**config.mk**
```make
export PLATFORM = sky130hd
export DESIGN_NAME = dma_chain_router
export DESIGN_NICKNAME = d
export VERILOG_FILES = /design/src/rtl/dma_chain_router.sv
export SDC_FILE = /design/constraint.sdc
export NUM_CORES = 1
export LEC_CHECK = 0
export BUFFER_PORTS_ARGS = -buffer_cell sky130_fd_sc_hd__buf_2
export CORE_MARGIN = 4
export CORE_UTILIZATION = 35
export DETAILED_ROUTE_END_ITERATION = 10
export PLACE_DENSITY = 0.55
export SLEW_MARGIN = 5
export SYNTH_ARGS = -nofsm -noshare
export SYNTH_HDL_FRONTEND = slang
export SYNTH_SLANG_ARGS = --single-unit
```
**constraint.sdc**
```tcl
create_clock -name clk -period 4.2 [get_ports clk]
set_input_delay 0.21 -clock clk [delete_from_list [all_inputs] [get_ports clk]]
set_output_delay 0.21 -clock clk [all_outputs]
set_load 0.005 [all_outputs]
```
**src/rtl/dma_chain_router.sv**
```systemverilog
module dma_chain_router #(
  parameter int NCH = 8
) (
  input  logic           clk,
  input  logic           rst_n,
  input  logic [NCH-1:0] cfg_we,
  input  logic [31:0]    cfg_flags,
  input  logic [NCH-1:0] frag_done,
  input  logic [NCH-1:0] blk_done,
  input  logic [NCH-1:0] xfer_done,
  input  logic [NCH-1:0] list_done,
  output logic [NCH-1:0] start_o,
  output logic [1:0]     cfg_err
);
  localparam int ROLE_LSB = 24;
  localparam int TRIG_LSB = 16;
  localparam int FW       = 3;
  localparam int NGRP     = 2;
  localparam logic [FW-1:0] CODE_MAX = 3'd4;

  logic [NCH-1:0][FW-1:0] role_q, trig_q;
  logic [NCH-1:0]         start_q;
  logic [NCH-1:0]         role_bad, trig_bad;
  logic [NGRP-1:0][NCH-1:0] src_m, dst_m;
  logic [NGRP-1:0][3:0]   grp_ev;
  logic [NGRP-1:0]        grp_err;
  logic [NCH-1:0]         fire;

  logic unused_flag_bits;
  assign unused_flag_bits = ^{cfg_flags[31:27], cfg_flags[23:19], cfg_flags[15:0]};

  for (genvar i = 0; i < NCH; i++) begin : g_ch
    always_ff @(posedge clk or negedge rst_n) begin
      if (!rst_n) begin
        role_q[i] <= '0;
        trig_q[i] <= '0;
      end else if (cfg_we[i]) begin
        role_q[i] <= cfg_flags[ROLE_LSB +: FW];
        trig_q[i] <= cfg_flags[TRIG_LSB +: FW];
      end
    end
    assign role_bad[i] = role_q[i] > CODE_MAX;
    assign trig_bad[i] = trig_q[i] > CODE_MAX;
  end

  for (genvar g = 0; g < NGRP; g++) begin : g_grp
    for (genvar i = 0; i < NCH; i++) begin : g_m
      assign src_m[g][i] = role_q[i] == FW'(1 + g);
      assign dst_m[g][i] = role_q[i] == FW'(3 + g);
    end
    assign grp_ev[g][0] = |(frag_done & src_m[g]);
    assign grp_ev[g][1] = |(blk_done  & src_m[g]);
    assign grp_ev[g][2] = |(xfer_done & src_m[g]);
    assign grp_ev[g][3] = |(list_done & src_m[g]);
    assign grp_err[g]   = !$onehot(dst_m[g]) || (|role_bad) || (|(dst_m[g] & trig_bad));
  end

  always_comb begin
    fire = '0;
    for (int i = 0; i < NCH; i++) begin
      for (int g = 0; g < NGRP; g++) begin
        if (dst_m[g][i] && !grp_err[g]) begin
          case (trig_q[i])
            3'd1: fire[i] = grp_ev[g][0];
            3'd2: fire[i] = grp_ev[g][1];
            3'd3: fire[i] = grp_ev[g][2];
            3'd4: fire[i] = grp_ev[g][3];
            default: ;
          endcase
        end
      end
    end
  end

  always_ff @(posedge clk or negedge rst_n) begin
    if (!rst_n) start_q <= '0;
    else        start_q <= fire;
  end

  assign start_o = start_q;
  assign cfg_err = grp_err;
endmodule

```
==> results of run 1 <==
[layout make-up]
| class | instances | area [um2] |
|---|---|---|
| clock buffer | 5 | 125 |
| fill | 1112 | 6560 |
| inverter | 17 | 63.8 |
| multi-input combinational | 328 | 2770 |
| sequential | 56 | 1400 |
| tap | 143 | 179 |
| timing repair buffer | 79 | 472 |
[logic make-up (layout without fill, tap and decap cells)]
group	Yosys count	in the layout	synth area share, %
compound gates	116	116	20.3
xor+xnor	6	6	1.25
fa+ha+maj	14	14	5.61
buf+inv	33	101	3.46
flops	56	56	33.4
mux	46	46	12.3
simple gates	146	146	23.6
[metal layers]
| metal | routed length, um | vias to the layer above | GRT usage, % |
|---|---|---|---|
| li1 | - | 1765 | - |
| met1 | 6090 | 1900 | 25.9 |
| met2 | 6780 | 123 | 33.2 |
| met3 | 698 | 17 | 3.12 |
| met4 | 185 | 0 | 4.47 |
| met5 | 0 | - | 0 |
[placed cells by master, fill, tap and decap left out, types with 4 or more instances in the layout]
cell,instances
sky130_fd_sc_hd__dfrtp_1,56
sky130_fd_sc_hd__clkbuf_16,5
sky130_fd_sc_hd__buf_2,56
sky130_fd_sc_hd__o21ai_0,36
sky130_fd_sc_hd__nand2_1,26
sky130_fd_sc_hd__nor3b_1,19
sky130_fd_sc_hd__mux2_2,46
sky130_fd_sc_hd__o221ai_1,4
sky130_fd_sc_hd__inv_1,12
sky130_fd_sc_hd__buf_4,19
sky130_fd_sc_hd__ha_1,4
sky130_fd_sc_hd__nor3_1,5
sky130_fd_sc_hd__nor2_1,18
sky130_fd_sc_hd__and4bb_2,7
sky130_fd_sc_hd__and2b_2,4
sky130_fd_sc_hd__a211oi_2,6
sky130_fd_sc_hd__a22oi_1,18
sky130_fd_sc_hd__nor2b_1,11
sky130_fd_sc_hd__fa_1,6
sky130_fd_sc_hd__a41o_1,7
sky130_fd_sc_hd__and3b_1,11
sky130_fd_sc_hd__o211ai_1,11
sky130_fd_sc_hd__xnor2_1,5
sky130_fd_sc_hd__nor4bb_1,9
sky130_fd_sc_hd__nand4_1,9
sky130_fd_sc_hd__a32oi_1,19
[flip-flops by register name, indices dropped and copies added, names as in the netlist]
signal and cells:
role_q 24, trig_q 24, start_o 8
[how the worst max path moves through the flow]
stage | slack, ps | cells after the start | startpoint | endpoint
6_report | -90 | 13 | role_q[9] | cfg_err[1]
5_1_grt | -220 | 13 | role_q[3] | cfg_err[0]
4_1_cts | -80 | 15 | role_q[9] | cfg_err[0]
3_5_place_dp | -40 | 13 | role_q[10] | start_o[3]
3_3_place_gp | 30 | 13 | role_q[10] | start_o[3]
2_1_floorplan | 100 | 14 | role_q[11] | start_o[3]
[timing repair]
item / 4_1_cts / 5_1_grt
pin swaps: 16 / 7
gates resized for setup: 15 / 18
endpoints found under the hold margin: 0 / 0
setup buffers: 4 / 2
setup endpoints to repair: 9 / 10
[power breakdown]
group	switching, W	internal (W)	leakage [nW]
combinational	0.000326	0.000230	1.34
sequential	0.0000732	0.000585	0.674
clock	0.000184	0.000212	0.0616
[critical path, delay by kind of cell (launching register included)]
| family | cells | cell delay [ps] |
|---|---|---|
| compound gates | 1 | 110 |
| fa+ha+maj | 5 | 2150 |
| buf+inv | 4 | 380 |
| flops | 1 | 380 |
| simple gates | 3 | 780 |
[per-stage QoR]
stage / setup TNS, ps / power (W)
2_1_floorplan: 0 / 0.000987
3_3_place_gp: 0 / 0.00116
3_5_place_dp: -53.1 / 0.00117
4_1_cts: -170 / 0.00159
5_1_grt: -1180 / 0.00169
6_report: -144 / 0.00161
==> results.json, run 1 <==
{
  "cts_max_level": 2,
  "cp_data_required_time_ps": 3990,
  "globalRouteTotalUtil_pct": 19.4,
  "unrepaired_setup_endpoints_after_global_routing": "yes",
  "clock_tree_root_buffer_cell": "sky130_fd_sc_hd__clkbuf_16",
  "violations_in_the_final_reports": "negative setup slack",
  "crit_path_top_delay_cell": "sky130_fd_sc_hd__fa_2",
  "die_width_um": 117,
  "postLayoutCellArea_mm2": 0.00501,
  "core.rowCount": 39,
  "syn-num-nets": 505,
  "viasPerCell": 6.06,
  "worstPathArrival_ps": 4080,
  "r2r_start": "role_q[9]",
  "synth-seq-cells": 56,
  "final.period_utilization_pct": 102,
  "worstSetupPathType": "register to output port",
  "via_count_of_the_first_global_routing_pass": 3816,
  "final_hold_slack_ps": 66.7,
  "core-area_mm2": 0.0116,
  "n_antenna_cell": 0,
  "r2r.worst_path.cells": 15,
  "vdd_drop_max_mv": 0.140,
  "worst_setup_hold_path_clk_slew_ps": 70,
  "vias_after_detailed_routing": 3805,
  "end_kind": "output port",
  "initial_core_util_pct": 36.3,
  "postSynth.asyncResetShare_pct": 100,
  "library_cell_with_the_largest_summed_area_after_synthesis": "sky130_fd_sc_hd__dfrtp_1",
  "postPlaceCellArea_mm2": 0.00470,
  "post-synth-top-area-fraction_pct": 33.4,
  "max_clock_freq_mhz": 233,
  "grt_start_max_net_pins": 57,
  "synth_top_flop_cell": "sky130_fd_sc_hd__dfrtp_1",
  "critical-path-top-cell-by-count": "sky130_fd_sc_hd__fa_1",
  "synth_commonest_cells": "sky130_fd_sc_hd__dfrtp_1, sky130_fd_sc_hd__mux2_2, sky130_fd_sc_hd__o21ai_0",
  "hp-class": "input port to asynchronous set/reset pin",
  "cts_inserted_buffers": 5,
  "drcViolationCount": 0,
  "static_leakage_nw": 2.08,
  "gp_congestion": 0.906,
  "synth_cell_types": 52,
  "maxCapViolCount": 0,
  "finalClockSkew_ps": 8.09,
  "num_io_pins": 84,
  "post_synthesis_cell_area_mm2": 0.00420,
  "drive_above_1_share_pct": 36.5,
  "cts_tree": "built",
  "worst_slew_margin_rel_pct": 24.5,
  "postRouteWirelength_um": 13800,
  "netlist_instances": 417,
  "drt_first_pass_iters": 5,
  "synth-warning-count": 0,
  "place_inst": 617,
  "numPortBuffers": 57,
  "detailedPlacementHpwl_um": 10400,
  "areaGrowthSynthToFinish_pct": 19.4,
  "synth_top_cells_by_area": "sky130_fd_sc_hd__dfrtp_1, sky130_fd_sc_hd__mux2_2, sky130_fd_sc_hd__o21ai_0",
  "worst-path-max-fanout": 2,
  "synth-seq-area-share_pct": 33.4,
  "post_layout_nonfiller_instances": 628,
  "worst_r2r_endpoint": "start_o[3]",
  "fp.dieArea_mm2": 0.0138,
  "synth_most_common_cell": "sky130_fd_sc_hd__dfrtp_1",
  "power_density_mw_per_mm2": 321,
  "synth.avg_cell_area_um2": 10.1,
  "cts-hold-fix-buffers": 0,
  "detail_route.iter0.violations": 345,
  "min_period_ps": 4290,
  "worst_pin_slew_ps": 1130,
  "drt-wirelength-per-cell_um": 21.9,
  "postRouteAntennaNets": 0,
  "clk_latency_ps": 300,
  "die_h_um": 117,
  "clk_path_buf_depth": 2,
  "critPathMaxStageDelay_ps": 540,
  "antenna_found_initial": 0,
  "layout.nets": 575,
  "cts_num_sinks": 56,
  "synth_enable_flop_cells": 0,
  "finalWorstSetupSlack_ps": -87.6,
  "reg2reg_setup_slack_ps": -20,
  "grt_overflow": 0,
  "report.final.setup_viol": 3,
  "finish.utilization_pct": 43.3,
  "critical_path.cell_chain": "or3b_4 > inv_2 > fa_1 > fa_1 > fa_1 > ha_2 > inv_2 > fa_2 > o2111ai_4 > nor3_4 > nand4_4 > buf_6 > buf_6",
  "status": "finished, violations left",
  "report.final.slew_viol_count": 0,
  "number_of_hold_slack_violations_in_the_final_timing_report": 0,
  "dp_worst_setup_slack_ps": -42.3,
  "wire_length_of_the_first_global_routing_pass_um": 21300,
  "start_kind": "register"
}
Power figures use the tool's default switching activity.
==> run 2: changes to the inputs <==
--- a/config.mk
+++ b/config.mk
@@ -5,11 +5,11 @@
 export SDC_FILE = /design/constraint.sdc
 export NUM_CORES = 1
 export LEC_CHECK = 0
-export BUFFER_PORTS_ARGS = -buffer_cell sky130_fd_sc_hd__buf_2
 export CORE_MARGIN = 4
 export CORE_UTILIZATION = 35
 export DETAILED_ROUTE_END_ITERATION = 10
-export PLACE_DENSITY = 0.55
+export DONT_BUFFER_PORTS = 1
+export PLACE_DENSITY = 0.49
 export SLEW_MARGIN = 5
 export SYNTH_ARGS = -nofsm -noshare
 export SYNTH_HDL_FRONTEND = slang
==> run 2 against run 1 <==
  * The flow still finishes with violations (negative setup slack)
  * Die area stayed put
  * Cell count fell by 7.8%
  * Clock power increased by 42%
  * Combinational power shrank 11%
  * Flip-flop and latch count unchanged
  * Non-clock buffer count down 52
  * Highest routed layer unchanged
==> results.json, run 2 (synthesis gave the netlist of run 1 again) <==
{
  "status": "finished, violations left",
  "violations_in_the_final_reports": "negative setup slack",
  "core-area_mm2": 0.0116,
  "drt-wirelength-per-cell_um": 24.2,
  "postRouteWirelength_um": 14000,
  "finalWorstSetupSlack_ps": -112,
  "finalClockSkew_ps": 9.50,
  "initial_core_util_pct": 36.3,
  "die_width_um": 117,
  "n_antenna_cell": 0,
  "cts_inserted_buffers": 5,
  "globalRouteTotalUtil_pct": 20.6,
  "worst-path-max-fanout": 2,
  "place_inst": 563,
  "worstSetupPathType": "register to output port",
  "cts_num_sinks": 56,
  "maxCapViolCount": 0,
  "worst_pin_slew_ps": 1080,
  "hp-class": "input port to register",
  "layout.cells.most_common_list": "sky130_fd_sc_hd__dfrtp_1, sky130_fd_sc_hd__mux2_2, sky130_fd_sc_hd__o21ai_0",
  "clk_latency_ps": 310,
  "detail_route.iter0.violations": 235,
  "min_period_ps": 4310,
  "areaGrowthSynthToFinish_pct": 14.0,
  "worstPathArrival_ps": 4100,
  "clk_path_buf_depth": 2,
  "report.final.slew_viol_count": 0,
  "antenna_found_initial": 0,
  "start_kind": "register",
  "reg2reg_setup_slack_ps": -90,
  "worst_slew_margin_rel_pct": 27.9,
  "mostFrequentLayoutCell": "sky130_fd_sc_hd__dfrtp_1",
  "layout.nets": 523,
  "max_clock_freq_mhz": 232,
  "numPortBuffers": 0,
  "clock_tree_root_buffer_cell": "sky130_fd_sc_hd__clkbuf_16",
  "end_kind": "output port",
  "vdd_drop_max_mv": 0.237,
  "wire_length_of_the_first_global_routing_pass_um": 21900,
  "detailedPlacementHpwl_um": 10300,
  "cts_tree": "built",
  "power_density_mw_per_mm2": 359,
  "drcViolationCount": 0,
  "postRouteAntennaNets": 0,
  "drive_above_1_share_pct": 27.3,
  "final.period_utilization_pct": 103,
  "worst_setup_hold_path_clk_slew_ps": 80,
  "drt_first_pass_iters": 5,
  "finish.utilization_pct": 41.4,
  "post_layout_nonfiller_instances": 579,
  "static_leakage_nw": 1.89,
  "unrepaired_setup_endpoints_after_global_routing": "yes",
  "cts_max_level": 2,
  "die_h_um": 117,
  "report.final.setup_viol": 5,
  "via_count_of_the_first_global_routing_pass": 3712,
  "grt_start_max_net_pins": 57,
  "gp_congestion": 0.884,
  "viasPerCell": 6.28,
  "fp.dieArea_mm2": 0.0138,
  "grt_overflow": 0,
  "vias_after_detailed_routing": 3639,
  "cp_data_required_time_ps": 3990,
  "number_of_hold_slack_violations_in_the_final_timing_report": 0,
  "num_io_pins": 84,
  "core.rowCount": 39
}
==> run 2: layout make-up <==
type	count	area [um2]
clock buffer	5	125
clock inverter	3	68.8
fill	1144	6780
inverter	17	63.8
multi-input combinational	328	2710
sequential	56	1400
tap	143	179
timing repair buffer	27	234
==> run 2: per-stage QoR <==
| step | TNS [ps] | worst slack (ps) | area (um2) | hold WS [ps] | total power [W] |
|---|---|---|---|---|---|
| 4_1_cts | -638 | -167 | 4770 | 6.01 | 0.00172 |
| 2_1_floorplan | 0 | 100 | 4200 | -85.6 | 0.000987 |
| 5_1_grt | -1510 | -238 | 4780 | 9.28 | 0.00181 |
| 3_3_place_gp | -316 | -57.6 | 4440 | -83.1 | 0.00111 |
| 6_report | -300 | -112 | 4780 | 18.0 | 0.00172 |
| 3_5_place_dp | -784 | -121 | 4440 | -82.0 | 0.00112 |
==> run 2: worst paths after layout <==
| path | endpoint | start | cells after the start |
|---|---|---|---|
| setup / recovery | cfg_err[1] | role_q[10] | 13 |
| hold / removal | role_q[14] | cfg_we[4] | 2 |
| setup reg to reg | start_o[7] | role_q[10] | 14 |
| hold reg to reg | role_q[4] | role_q[4] | 1 |
| max in group asynchronous | trig_q[6] | rst_n | 2 |
| min in group asynchronous | start_o[3] | rst_n | 2 |
==> run 2: critical path, cell delays in order, from the launching register on <==
cell                        delay, ps
sky130_fd_sc_hd__dfrtp_1          380
sky130_fd_sc_hd__or3b_4           430
sky130_fd_sc_hd__inv_2             70
sky130_fd_sc_hd__fa_1             430
sky130_fd_sc_hd__fa_1             500
sky130_fd_sc_hd__fa_1             500
sky130_fd_sc_hd__ha_1             160
sky130_fd_sc_hd__inv_1             50
sky130_fd_sc_hd__fa_1             500
sky130_fd_sc_hd__o2111ai_2        140
sky130_fd_sc_hd__nor3_4           220
sky130_fd_sc_hd__nand4_4          130
sky130_fd_sc_hd__buf_6            150
sky130_fd_sc_hd__buf_4            130
==> run 2: routing by layer <==
metal / track usage (%) / vias up / wire length [um]
li1: - / 1661 / -
met1: 28.7 / 1806 / 6300
met2: 31.7 / 157 / 6310
met3: 5.86 / 15 / 1180
met4: 4.76 / 0 / 227
met5: 0 / - / 0
==> run 2: timing repair <==
item	CTS	global route
hold endpoints to repair	58	0
hold buffers	4	0
buffers inserted	4	0
pin swaps	12	6
endpoints found under the setup margin	10	10
resized for setup	14	5
==> run 2: where the power goes <==
part	internal (W)	switching, W
logic	0.000209	0.000287
registers	0.000585	0.0000737
clock network	0.000345	0.000218
==> run 3: changes to the inputs <==
--- a/config.mk
+++ b/config.mk
@@ -5,6 +5,7 @@
 export SDC_FILE = /design/constraint.sdc
 export NUM_CORES = 1
 export LEC_CHECK = 0
+export CORE_ASPECT_RATIO = 0.75
 export CORE_MARGIN = 4
 export CORE_UTILIZATION = 35
 export DETAILED_ROUTE_END_ITERATION = 10
==> run 3 against run 2 <==
  * The run still ends with negative setup slack left
  * Register-to-register slack better by 140 ps
  * Design area is 1.1% lower
  * Power is 6.6% lower
  * First-iteration DRC count is 57% higher
  * Cell count is 2.8% higher
  * Largest power group unchanged
==> results.json, run 3 (synthesis gave the netlist of run 1 again) <==
{
  "status": "finished, violations left",
  "crit_path_top_delay_cell": "sky130_fd_sc_hd__fa_2",
  "drive_above_1_share_pct": 26.1,
  "critPathMaxStageDelay_ps": 540,
  "finalWorstSetupSlack_ps": -1.92,
  "grt_start_max_net_pins": 57,
  "finalClockSkew_ps": 7.56,
  "dp_worst_setup_slack_ps": -94.0,
  "drt_first_pass_iters": 7,
  "drt-wirelength-per-cell_um": 23.7,
  "worst_setup_hold_path_clk_slew_ps": 70,
  "detail_route.iter0.violations": 368,
  "worst_pin_slew_ps": 1150,
  "unrepaired_setup_endpoints_after_global_routing": "yes",
  "final.period_utilization_pct": 100,
  "num_io_pins": 84,
  "clk_latency_ps": 300,
  "seq_power_share_pct": 41.0,
  "clock_power_share_pct": 27.3,
  "initial_core_util_pct": 36.0,
  "areaGrowthSynthToFinish_pct": 12.8,
  "max_clock_freq_mhz": 238,
  "start_kind": "register",
  "post_layout_nonfiller_instances": 595,
  "swShare_pct": 35.3,
  "n_antenna_cell": 0,
  "grt_overflow": 0,
  "critical-path-top-cell-by-count": "sky130_fd_sc_hd__fa_1",
  "routing_usage_on_met2_pct": 28.8,
  "place_inst": 580,
  "vias_after_detailed_routing": 3713,
  "crit_family": "adder cells",
  "numPortBuffers": 0,
  "p_sw_w": 0.000567,
  "hold_path.startpoint": "cfg_we[0]",
  "via_count_of_the_first_global_routing_pass": 3507,
  "cts_tree": "built",
  "wire_length_of_the_first_global_routing_pass_um": 21200,
  "report.final.slew_viol_count": 0,
  "violations_in_the_final_reports": "negative setup slack",
  "antenna_found_initial": 0,
  "worstSetupPathType": "register to output port",
  "cp_data_required_time_ps": 3990,
  "worstPathArrival_ps": 3990,
  "vdd_drop_max_mv": 0.151,
  "layout.cells.most_common_list": "sky130_fd_sc_hd__dfrtp_1, sky130_fd_sc_hd__mux2_2, sky130_fd_sc_hd__o21ai_0",
  "viasPerCell": 6.24,
  "logic_pwr_share_pct": 31.7,
  "fp.dieArea_mm2": 0.0138,
  "gr-usage-met1_pct": 30.8,
  "gp_congestion": 0.885,
  "mostFrequentLayoutCell": "sky130_fd_sc_hd__dfrtp_1",
  "end_kind": "output port",
  "power_density_mw_per_mm2": 339,
  "min_period_ps": 4200,
  "detailedPlacementHpwl_um": 10600,
  "cts_max_level": 2,
  "worst-path-max-fanout": 4,
  "worst_slew_margin_rel_pct": 23.3,
  "timing.critical_path.from": "role_q[10]",
  "postRouteWirelength_um": 14100,
  "critical_path.cell_chain": "or3b_4 > inv_2 > fa_1 > fa_1 > fa_1 > ha_2 > inv_2 > fa_2 > o2111ai_4 > nor3_4 > nand4_4 > buf_6",
  "final_hold_slack_ps": 32.9,
  "cts_num_sinks": 56,
  "core.rowCount": 34,
  "cellInternalPower_w": 0.00104,
  "static_leakage_nw": 1.86,
  "die_width_um": 134,
  "report.final.setup_viol": 1,
  "maxCapViolCount": 0,
  "layout.nets": 520,
  "hp-class": "input port to register",
  "globalRouteTotalUtil_pct": 20.2,
  "layer_carrying_the_most_global_route_usage": "met1",
  "core-area_mm2": 0.0117,
  "number_of_hold_slack_violations_in_the_final_timing_report": 0,
  "clk_path_buf_depth": 2,
  "r2r_start": "role_q[10]",
  "drcViolationCount": 0,
  "crit_buf_inv": 3,
  "postRouteAntennaNets": 0,
  "cts_inserted_buffers": 5,
  "finish.utilization_pct": 40.6,
  "clock_tree_root_buffer_cell": "sky130_fd_sc_hd__clkbuf_16",
  "die_h_um": 103,
  "globalRouteMet3Util_pct": 5.66
}
==> run 3: changes by cell type in the layout (fill, tap and decap cells not counted), sizes merged <==
cell / previous run / this run
bufinv: 2 / 0
buf: 24 / 21
inv: 16 / 15
clkinv: 2 / 4
clkbuf: 5 / 6
==> run 3: power groups by stage <==
stage | logic [W] | clock network, W | registers, W
after floorplan | 0.000347 | 0 | 0.000641
after global placement | 0.000448 | 0 | 0.000662
after detailed placement | 0.000455 | 0 | 0.000666
after CTS | 0.000487 | 0.000451 | 0.000655
after global routing | 0.000549 | 0.000473 | 0.000669
final | 0.000509 | 0.000438 | 0.000658
==> run 3: worst register-to-register path, stage by stage, from the launching register on <==
cell	delay, ps
sky130_fd_sc_hd__dfrtp_1	380
sky130_fd_sc_hd__or3b_4	420
sky130_fd_sc_hd__inv_2	70
sky130_fd_sc_hd__fa_1	410
sky130_fd_sc_hd__fa_1	470
sky130_fd_sc_hd__fa_1	510
sky130_fd_sc_hd__ha_2	190
sky130_fd_sc_hd__inv_2	40
sky130_fd_sc_hd__fa_2	540
sky130_fd_sc_hd__o2111ai_4	110
sky130_fd_sc_hd__nor3_4	210
sky130_fd_sc_hd__nand4_4	180
sky130_fd_sc_hd__a2111oi_1	420
sky130_fd_sc_hd__a41o_1	160
==> run 3: metrics by stage <==
| stage | area [um2] | setup TNS [ps] | total power (W) |
|---|---|---|---|
| 2_1_floorplan | 4200 | 0 | 0.000987 |
| 3_3_place_gp | 4440 | -134 | 0.00111 |
| 3_5_place_dp | 4440 | -628 | 0.00112 |
| 4_1_cts | 4690 | -14.3 | 0.00159 |
| 5_1_grt | 4730 | -684 | 0.00169 |
| 6_report | 4730 | -1.92 | 0.00160 |
==> run 3: layout make-up <==
type	count	area [um2]
multi-input combinational	328	2700
sequential	56	1400
inverter	17	63.8
clock inverter	2	10.0
timing repair buffer	24	215
clock buffer	6	139
tap	162	203
fill	1180	6920
==> run 3: metal layers <==
metal,up-vias,routed length (um),share of wire (%)
li1,1660,-,-
met1,1879,6880,49
met2,162,5990,43
met3,12,1130,8.0
met4,0,87,0.62
met5,-,0,0
==> run 3: worst paths after layout <==
kind	to	slack (ps)	cells after the start
min reg2reg	trig_q[3]	600	1
max	cfg_err[1]	-2	12
min	role_q[2]	30	2
min in group asynchronous	role_q[5]	430	2
max reg2reg	start_o[7]	50	13
max in group asynchronous	role_q[6]	3470	2
==> run 3: timing repair <==
action,in CTS,in global routing
pin swaps,9,4
endpoints found under the setup margin,10,10
cloned,0,0
hold endpoints to repair,57,1
setup buffers,3,0
hold buffers,3,1
gates resized for setup,12,5
